$ cat config.mk
export PLATFORM = sky130hd
export DESIGN_NAME = pwm_pair_buffered
export DESIGN_NICKNAME = d
export VERILOG_FILES = /design/src/rtl/pwm_pkg.sv /design/src/rtl/pwm_counter.sv /design/src/rtl/pwm_channel.sv /design/src/rtl/pwm_pair_buffered.sv
export SDC_FILE = /design/constraint.sdc
export NUM_CORES = 1
export LEC_CHECK = 0
export ABC_CLOCK_PERIOD_IN_PS = 2450
export CELL_PAD_IN_SITES_DETAIL_PLACEMENT = 0
export CELL_PAD_IN_SITES_GLOBAL_PLACEMENT = 1
export CORE_UTILIZATION = 25
export CTS_CLUSTER_SIZE = 14
export DETAILED_ROUTE_END_ITERATION = 12
export PLACE_DENSITY_LB_ADDON = 0.1
export RECOVER_POWER = 25
export SYNTH_ARGS = -nofsm -noshare
export SYNTH_HDL_FRONTEND = slang
export SYNTH_SLANG_ARGS = --single-unit
$ cat constraint.sdc
create_clock -name clk -period 2.45 [get_ports clk]
set_input_delay 0.49 -clock clk [delete_from_list [all_inputs] [get_ports clk]]
set_output_delay 0.49 -clock clk [all_outputs]
set_load 0.005 [all_outputs]
$ cat src/rtl/pwm_pkg.sv
package pwm_pkg;
  typedef enum logic [1:0] {
    MODE_OFF  = 2'b00,
    MODE_BOTH = 2'b01,
    MODE_TRUE = 2'b10,
    MODE_INV  = 2'b11
  } pwm_mode_e;
endpackage

$ cat src/rtl/pwm_counter.sv
module pwm_counter #(
  parameter int W = 8
) (
  input  logic         clk,
  input  logic         rst_n,
  input  logic         tick,
  input  logic [W-1:0] top,
  output logic [W-1:0] cnt,
  output logic [W-1:0] cnt_nxt,
  output logic         wrap
);
  logic [W-1:0] cnt_q;
  logic         at_top;

  always_comb begin
    at_top  = (cnt_q == top);
    cnt_nxt = at_top ? '0 : cnt_q + 1'b1;
    wrap    = tick && at_top;
  end

  always_ff @(posedge clk or negedge rst_n) begin
    if (!rst_n)    cnt_q <= '0;
    else if (tick) cnt_q <= cnt_nxt;
  end

  assign cnt = cnt_q;
endmodule

$ cat src/rtl/pwm_channel.sv
module pwm_channel
  import pwm_pkg::*;
#(
  parameter int W = 8
) (
  input  logic         clk,
  input  logic         rst_n,
  input  logic         tick,
  input  logic         wrap,
  input  logic [W-1:0] cnt,
  input  logic [W-1:0] cnt_nxt,
  input  logic [W-1:0] top,
  input  logic         wr_en,
  input  logic [W-1:0] wdata,
  input  logic [1:0]   mode,
  output logic [W-1:0] hold,
  output logic         pin,
  output logic         pin_n,
  output logic         oe,
  output logic         oe_n
);
  localparam logic [W-1:0] ONE = W'(1);

  logic [W-1:0] hold_q, act_q;
  logic         tw_q, cw_q;
  pwm_mode_e    m;

  // holding register: last write wins
  always_ff @(posedge clk or negedge rst_n) begin
    if (!rst_n)     hold_q <= '0;
    else if (wr_en) hold_q <= wdata;
  end

  // active compare value moves only on the wrap step
  always_ff @(posedge clk or negedge rst_n) begin
    if (!rst_n)    act_q <= '0;
    else if (wrap) act_q <= hold_q;
  end

  // waveform registers, evaluated against the count being entered
  always_ff @(posedge clk or negedge rst_n) begin
    if (!rst_n) begin
      tw_q <= 1'b0;
      cw_q <= 1'b0;
    end else if (tick) begin
      if (act_q == '0) begin
        tw_q <= 1'b0;
        cw_q <= 1'b1;
      end else if (act_q == top) begin
        tw_q <= 1'b1;
        cw_q <= 1'b0;
      end else begin
        if (cnt_nxt == act_q)   tw_q <= 1'b0;
        else if (cnt_nxt == ONE) tw_q <= 1'b1;
        if (cnt == act_q)       cw_q <= 1'b1;
        else if (cnt_nxt == '0) cw_q <= 1'b0;
      end
    end
  end

  // pin routing by mode
  always_comb begin
    m     = pwm_mode_e'(mode);
    oe    = (m != MODE_OFF);
    oe_n  = (m == MODE_BOTH);
    pin   = oe ? ((m == MODE_INV) ? cw_q : tw_q) : 1'b0;
    pin_n = oe_n ? cw_q : 1'b0;
  end

  assign hold = hold_q;
endmodule

$ cat src/rtl/pwm_pair_buffered.sv
module pwm_pair_buffered #(
  parameter int W   = 8,
  parameter int NCH = 2,
  localparam int AW = $clog2(NCH + 1)
) (
  input  logic             clk,
  input  logic             rst_n,
  input  logic             tick,
  input  logic             reg_wr,
  input  logic [AW-1:0]    reg_addr,
  input  logic [W-1:0]     reg_wdata,
  output logic [W-1:0]     reg_rdata,
  input  logic [2*NCH-1:0] ch_mode,
  output logic [NCH-1:0]   pwm_out,
  output logic [NCH-1:0]   pwm_out_n,
  output logic [NCH-1:0]   pwm_oe,
  output logic [NCH-1:0]   pwm_oe_n
);
  localparam logic [AW-1:0] TOP_ADDR = AW'(NCH);

  logic [W-1:0] top_q;
  logic [W-1:0] cnt_q, cnt_nxt;
  logic         wrap;
  logic [W-1:0] hold_w [NCH];

  always_ff @(posedge clk or negedge rst_n) begin
    if (!rst_n)                              top_q <= '1;
    else if (reg_wr && reg_addr == TOP_ADDR) top_q <= reg_wdata;
  end

  pwm_counter #(.W(W)) u_cnt (
    .clk     (clk),
    .rst_n   (rst_n),
    .tick    (tick),
    .top     (top_q),
    .cnt     (cnt_q),
    .cnt_nxt (cnt_nxt),
    .wrap    (wrap)
  );

  for (genvar i = 0; i < NCH; i++) begin : g_ch
    pwm_channel #(.W(W)) u_ch (
      .clk     (clk),
      .rst_n   (rst_n),
      .tick    (tick),
      .wrap    (wrap),
      .cnt     (cnt_q),
      .cnt_nxt (cnt_nxt),
      .top     (top_q),
      .wr_en   (reg_wr && reg_addr == AW'(i)),
      .wdata   (reg_wdata),
      .mode    (ch_mode[2*i +: 2]),
      .hold    (hold_w[i]),
      .pin     (pwm_out[i]),
      .pin_n   (pwm_out_n[i]),
      .oe      (pwm_oe[i]),
      .oe_n    (pwm_oe_n[i])
    );
  end

  always_comb begin
    reg_rdata = '0;
    for (int i = 0; i < NCH; i++)
      if (reg_addr == AW'(i)) reg_rdata = hold_w[i];
    if (reg_addr == TOP_ADDR) reg_rdata = top_q;
  end
endmodule

==> flow_metrics.env, run 1 <==
export IMPL_outcome="finished clean"
export IMPL_dieArea_um2=14500
export IMPL_synth_cell_area_um2=3500
export IMPL_clk_root_buffer_cell="clkbuf_16"
export IMPL_place_hpwl_um=7680
export IMPL_maximum_number_of_pins_on_one_net_before_global_route_repair=53
export IMPL_synth_top_flop_cell="dfrtp_1"
export IMPL_globalRouteTotalUtil=0.150
export IMPL_numPortBuffers=33
export IMPL_max_vdd_ir_drop_mv=0.284
export IMPL_vias_per_cell=4.78
export IMPL_antenna_found_initial=0
export IMPL_worstSetupEndpointType="output port"
export IMPL_dr_total_vias=2733
export IMPL_postSynthAreaPerCell_um2=9.86
export IMPL_total_clock_buffers_created_by_cts=5
export IMPL_cap_violations=0
export IMPL_post_route_util=0.319
export IMPL_cts_repair_timing_setup_buffer_count=0
export IMPL_share_clk_of_total_power=0.168
export IMPL_final_max_slew_viol_count=0
export IMPL_hold_buffer_count_at_cts=0
export IMPL_tightest_slew_ps=1360
export IMPL_drive_above_1_share=0.255
export IMPL_die_width_um=120
export IMPL_postSynthRegisterBits=52
export IMPL_critPathKind="input port to output port"
export IMPL_drcViolationCount=0
export IMPL_finalSetupTns_ps=0
export IMPL_post_synth_edffs=0
export IMPL_floorplan_rows=42
export IMPL_power_switching_share=0.401
export IMPL_cp_max_fo=3
export IMPL_boundaryPins=34
export IMPL_clock_sinks=52
export IMPL_area_growth_pct=22.7
export IMPL_combinational_fraction_of_design_power=0.459
export IMPL_power_density_nw_per_um2=1010
export IMPL_start_util=0.260
export IMPL_wl_per_cell_um=17.6
export IMPL_grt_pass1_vias=2883
export IMPL_synth_lib_cells_used_distinct=53
export IMPL_timing_slew_headroom=0.0942
export IMPL_drt_initial_drc_count=131
export IMPL_cts_buffer_depth=2
export IMPL_grt_setup_unrepaired="false"
export IMPL_cts_tree="built"
export IMPL_worst_setup_path_start_kind="input port"
export IMPL_final_antenna_net_count=0
export IMPL_asyncSetResetFlopFracSynth=1.00
export IMPL_nets_final=414
export IMPL_synthMostInstantiatedCell="dfrtp_1"
export IMPL_internal_power_mw=2.61
export IMPL_ys_seq_area_frac=0.375
export IMPL_seq_power_share=0.373
export IMPL_synth_net_count=374
export IMPL_grt_pass1_wl_um=16500
export IMPL_number_of_endpoints_failing_setup_at_the_final_stage=0
export IMPL_clk_insertion_delay_late_ps=290
export IMPL_routed_wl_um=10100
export IMPL_die_y_um=120
export IMPL_clkSlewWorstSetupHoldPaths_ps=70
export IMPL_period_share=0.942
export IMPL_switchingPower_mw=1.74
export IMPL_clock_skew_final_ps=2.96
export IMPL_cp_data_arrival_time_ps=1820
export IMPL_final_hold_vio_count=0
export IMPL_clock_period_minus_final_worst_setup_slack_ps=2310
export IMPL_post_synth_inst_count=355
export IMPL_finalWeightedCongestion=0.775
export IMPL_synth_cells_most_frequent="dfrtp_1, mux2_2, xnor2_1"
export IMPL_layout_filler_cells=1449
export IMPL_synth_yosys_warnings=0
export IMPL_critPathRequiredTime_ps=1960
export IMPL_synth_top_cell_area_share=0.315
export IMPL_class_of_the_tightest_hold_or_removal_check="flop to flop"
export IMPL_core_area_um2=13500
export IMPL_placed_area_um2=4120
export IMPL_htree_levels=2
export IMPL_dr_pass1_iters=4
export IMPL_synth_area_leaders="dfrtp_1, mux2_2, xnor2_1"
export IMPL_leakage_nw=1.86
export IMPL_timing_fmax_mhz=433
export IMPL_final_design_area_no_fill_um2=4300
export IMPL_globalRoute_totalOverflow=0
export IMPL_antennaDiodeCount=0
export IMPL_synth_largest_area_cell="dfrtp_1"
registers in the layout, summed over array words and instances (netlist names):
| name | count |
|---|---|
| g_ch.u_ch.act_q | 16 |
| g_ch.u_ch.cw_q | 2 |
| g_ch.u_ch.hold | 16 |
| g_ch.u_ch.tw_q | 2 |
| top_q | 8 |
| u_cnt.cnt | 8 |
critical path, stage by stage:
cell and delay, ps:
clkdlybuf4s50_1 430, buf_4 150, nor2b_1 120, and2_1 140, clkdlybuf4s50_1 490
final timing paths:
check | startpoint | endpoint | slack [ps] | cells after the start
max | ch_mode[1] | pwm_out_n[0] | 140 | 5
max reg2reg | u_cnt.cnt[0]$_DFFE_PN0P_ | g_ch[0].u_ch.cw_q$_DFFE_PN0P_ | 140 | 8
max in group asynchronous | rst_n | g_ch[0].u_ch.act_q[4]$_DFFE_PN0P_ | 1050 | 2
min in group asynchronous | rst_n | u_cnt.cnt[3]$_DFFE_PN0P_ | 590 | 2
min | g_ch[0].u_ch.cw_q$_DFFE_PN0P_ | g_ch[0].u_ch.cw_q$_DFFE_PN0P_ | 540 | 1
min reg2reg | g_ch[0].u_ch.cw_q$_DFFE_PN0P_ | g_ch[0].u_ch.cw_q$_DFFE_PN0P_ | 540 | 1
layout make-up:
cell class                 count  area (um2)  share of cell area
clock buffer                   5         125              0.0291
inverter                       5        18.8             0.00437
multi-input combinational    263        1980               0.461
tap                          176         220              0.0513
timing repair buffer          68         614               0.143
sequential                    52        1310               0.305
clock inverter                 3        25.0             0.00583
layout by cell type (no fill, tap or decap), types with 3 or more instances in the layout:
master	n
dfrtp_1	44
mux2_2	42
xnor2_1	37
buf_4	33
nand2_1	30
clkdlybuf4s50_1	22
o21ai_0	17
xor2_1	17
nor2_1	12
dlymetal6s2s_1	10
mux2i_1	9
nor3_1	9
dfstp_2	8
nand4_1	7
nand3_1	7
o21ai_1	5
inv_1	5
nor4_1	5
clkbuf_16	5
o31ai_1	4
o2bb2ai_1	4
nand2b_1	4
and3_1	4
a211oi_1	4
nor2b_1	3
or2_2	3
a21o_1	3
a31oi_1	3
nand4b_1	3
repair_timing:
action,in CTS,in global routing
setup endpoints to repair,1,10
pin swaps,0,0
gates resized for setup,2,13
endpoints found under the hold margin,0,0
power groups by stage:
stage | sequential, mW | combinational, mW | clock [mW]
6_report | 1.62 | 2.00 | 0.731
5_1_grt | 1.69 | 2.24 | 0.801
4_1_cts | 1.63 | 2.03 | 0.767
3_5_place_dp | 1.65 | 2.02 | 0
3_3_place_gp | 1.65 | 2.01 | 0
2_1_floorplan | 1.35 | 1.60 | 0
through the flow:
stage	setup WS, ps	instances	total power, mW	hold slack (ps)
after global routing	8.54	572	4.72	564
after CTS	10.8	572	4.43	356
after detailed placement	9.92	564	3.67	521
after global placement	12.2	564	3.66	523
final	143	572	4.35	539
after floorplan	364	355	2.95	194
metal layers:
metal  part of all wire  wire length (um)  GRT usage
met5                  0                 0          0
met4             0.0051                51     0.0255
met3              0.035               348     0.0259
met2               0.47              4780      0.247
met1               0.49              4890      0.208
logic make-up after synthesis:
kind of cell               count (synthesis)  synth area share
buffers and inverters                     40            0.0597
adders and majority gates                  1           0.00357
muxes                                     51             0.161
xor gates and xnor gates                  54             0.135
AOI/OAI and AO/OA                         59             0.118
and+or+nand+nor                           98             0.148
DFF                                       52             0.375
Note: power is estimated with default switching activity, not from simulation.
==> run 2: changes to the inputs <==
--- a/config.mk
+++ b/config.mk
@@ -8,6 +8,7 @@
 export ABC_CLOCK_PERIOD_IN_PS = 2450
 export CELL_PAD_IN_SITES_DETAIL_PLACEMENT = 0
 export CELL_PAD_IN_SITES_GLOBAL_PLACEMENT = 1
+export CORE_ASPECT_RATIO = 2
 export CORE_UTILIZATION = 25
 export CTS_CLUSTER_SIZE = 14
 export DETAILED_ROUTE_END_ITERATION = 12
==> run 2 against run 1 <==
  * Cell count increased by 3.0%
  * Setup slack lost 74 ps
  * Count of clock-buffer cells in the layout up 1
  * Via count grew 3.8%
  * Die area up 0.20%
==> flow_metrics.env, run 2 (synthesized netlist as in run 1, its figures left out) <==
export IMPL_critPathRequiredTime_ps=1960
export IMPL_timing_slew_headroom=0.0983
export IMPL_clock_sinks=52
export IMPL_die_y_um=169
export IMPL_cts_tree="built"
export IMPL_cp_max_fo=2
export IMPL_vias_per_cell=4.82
export IMPL_r2r_setup_slack_ps=150
export IMPL_clk_root_buffer_cell="clkbuf_16"
export IMPL_drcViolationCount=0
export IMPL_place_hpwl_um=9010
export IMPL_gr_usage_met3=0.0151
export IMPL_worst_setup_path_start_kind="input port"
export IMPL_finalWeightedCongestion=0.811
export IMPL_crit_start="ch_mode[1]"
export IMPL_dr_total_vias=2837
export IMPL_number_of_endpoints_failing_setup_at_the_final_stage=0
export IMPL_crit_path_end="pwm_out[0]"
export IMPL_wl_per_cell_um=18.7
export IMPL_power_switching_share=0.411
export IMPL_grt_setup_unrepaired="false"
export IMPL_cap_violations=0
export IMPL_grt_pass1_vias=2999
export IMPL_drt_initial_drc_count=89
export IMPL_tightest_slew_ps=1350
export IMPL_timing_rr_end="g_ch[0].u_ch.cw_q$_DFFE_PN0P_"
export IMPL_numPortBuffers=33
export IMPL_worstSetupEndpointType="output port"
export IMPL_share_clk_of_total_power=0.166
export IMPL_dr_pass1_iters=4
export IMPL_area_growth_pct=24.3
export IMPL_drive_above_1_share=0.263
export IMPL_antenna_found_initial=0
export IMPL_timing_fmax_mhz=420
export IMPL_layout_commonest_cell="dfrtp_1"
export IMPL_grt_pass1_wl_um=17300
export IMPL_pre_cts_ws_ps=-22.8
export IMPL_maximum_number_of_pins_on_one_net_before_global_route_repair=27
export IMPL_class_of_the_tightest_hold_or_removal_check="input port to async pin"
export IMPL_power_density_nw_per_um2=1040
export IMPL_nets_final=421
export IMPL_clock_skew_final_ps=8.77
export IMPL_globalRoute_totalOverflow=0
export IMPL_cts_repair_timing_setup_buffer_count=0
export IMPL_antennaDiodeCount=0
export IMPL_mostFrequentLayoutCells="dfrtp_1, mux2_2, buf_4"
export IMPL_critPathKind="input port to output port"
export IMPL_final_critical_path_setup_slack_ps=68.3
export IMPL_met2_usage=0.324
export IMPL_outcome="finished clean"
export IMPL_dieArea_um2=14500
export IMPL_cts_buffer_depth=2
export IMPL_clk_insertion_delay_late_ps=300
export IMPL_floorplan_rows=60
export IMPL_worst_r2r_startpoint="u_cnt.cnt[0]$_DFFE_PN0P_"
export IMPL_worst_r2r_path_depth=8
export IMPL_max_vdd_ir_drop_mv=0.327
export IMPL_start_util=0.258
export IMPL_final_hold_vio_count=0
export IMPL_final_antenna_net_count=0
export IMPL_seq_power_share=0.357
export IMPL_internal_power_mw=2.66
export IMPL_switchingPower_mw=1.86
export IMPL_layout_filler_cells=1436
export IMPL_final_max_slew_viol_count=0
export IMPL_leakage_nw=1.88
export IMPL_combinational_fraction_of_design_power=0.477
export IMPL_die_width_um=85.7
export IMPL_htree_levels=2
export IMPL_clock_period_minus_final_worst_setup_slack_ps=2380
export IMPL_routed_wl_um=11000
export IMPL_gr_usage_met1=0.159
export IMPL_clkSlewWorstSetupHoldPaths_ps=80
export IMPL_period_share=0.972
export IMPL_global_route_peak_usage_layer="met2"
export IMPL_cp_data_arrival_time_ps=1890
export IMPL_power_total_mw=4.51
export IMPL_globalRouteTotalUtil=0.162
export IMPL_total_clock_buffers_created_by_cts=5
export IMPL_boundaryPins=34
export IMPL_core_area_um2=13600
## run 2: cell types whose count changed in the layout (fill, tap and decap cells not counted), sizes merged
cell          previous run  this run
buf                     35        41
dlymetal6s2s            10         9
dlygate4sd2              0         1
clkinvlp                 1         0
clkbuf                   6         8
## run 2: worst min-delay path by stage
| stage | to | slack [ps] | cells after the start |
|---|---|---|---|
| after floorplan | g_ch[0].u_ch.act_q[0]$_DFFE_PN0P_ | 190 | 0 |
| after global placement | g_ch[1].u_ch.hold[4]$_DFFE_PN0P_ | 520 | 1 |
| after detailed placement | g_ch[0].u_ch.hold[4]$_DFFE_PN0P_ | 520 | 1 |
| after CTS | g_ch[0].u_ch.hold[4]$_DFFE_PN0P_ | 190 | 1 |
| after global routing | g_ch[0].u_ch.act_q[6]$_DFFE_PN0P_ | 570 | 1 |
| final | g_ch[1].u_ch.hold[4]$_DFFE_PN0P_ | 470 | 1 |
## run 2: power by group through the flow
| stage | logic, mW | registers, mW | clock network, mW |
|---|---|---|---|
| final | 2.15 | 1.61 | 0.749 |
| after global routing | 2.35 | 1.68 | 0.791 |
| after CTS | 2.19 | 1.63 | 0.770 |
| after detailed placement | 2.17 | 1.64 | 0 |
| after global placement | 2.18 | 1.64 | 0 |
| after floorplan | 1.60 | 1.35 | 0 |
## run 2: metrics by stage
step	TNS (ps)	util	area, um2	hold slack, ps	cells
2_1_floorplan	0	-	3500	194	355
3_3_place_gp	0	0.308	4180	517	581
3_5_place_dp	-36.5	0.308	4180	518	581
4_1_cts	0	0.319	4340	189	589
5_1_grt	0	0.320	4350	574	589
6_report	0	0.320	4350	470	589
## run 2: what timing repair did
action	CTS	global route
endpoints found under the setup margin	4	9
resized for setup	4	9
hold buffers	0	0
## run 2: area by class of cell
| cell class | count | area [um2] | share of cell area |
|---|---|---|---|
| Timing Repair Buffer | 75 | 661 | 0.152 |
| Tap cell | 186 | 233 | 0.0535 |
| Clock buffer | 6 | 129 | 0.0296 |
| Sequential cell | 52 | 1310 | 0.301 |
| Multi-Input combinational cell | 263 | 1980 | 0.456 |
| Inverter | 5 | 18.8 | 0.00431 |
| Clock inverter | 2 | 17.5 | 0.00402 |
## run 2: worst max-delay path, cell delays in order
cell,delay (ps)
clkdlybuf4s50_1,480
mux2_2,330
nand2_1,60
o21ai_0,80
clkdlybuf4s50_1,450
## run 2: per-layer routing
metal / share of wire / wire length, um
met1: 0.35 / 3820
met5: 0 / 0
met2: 0.59 / 6530
met3: 0.019 / 209
met4: 0.040 / 437
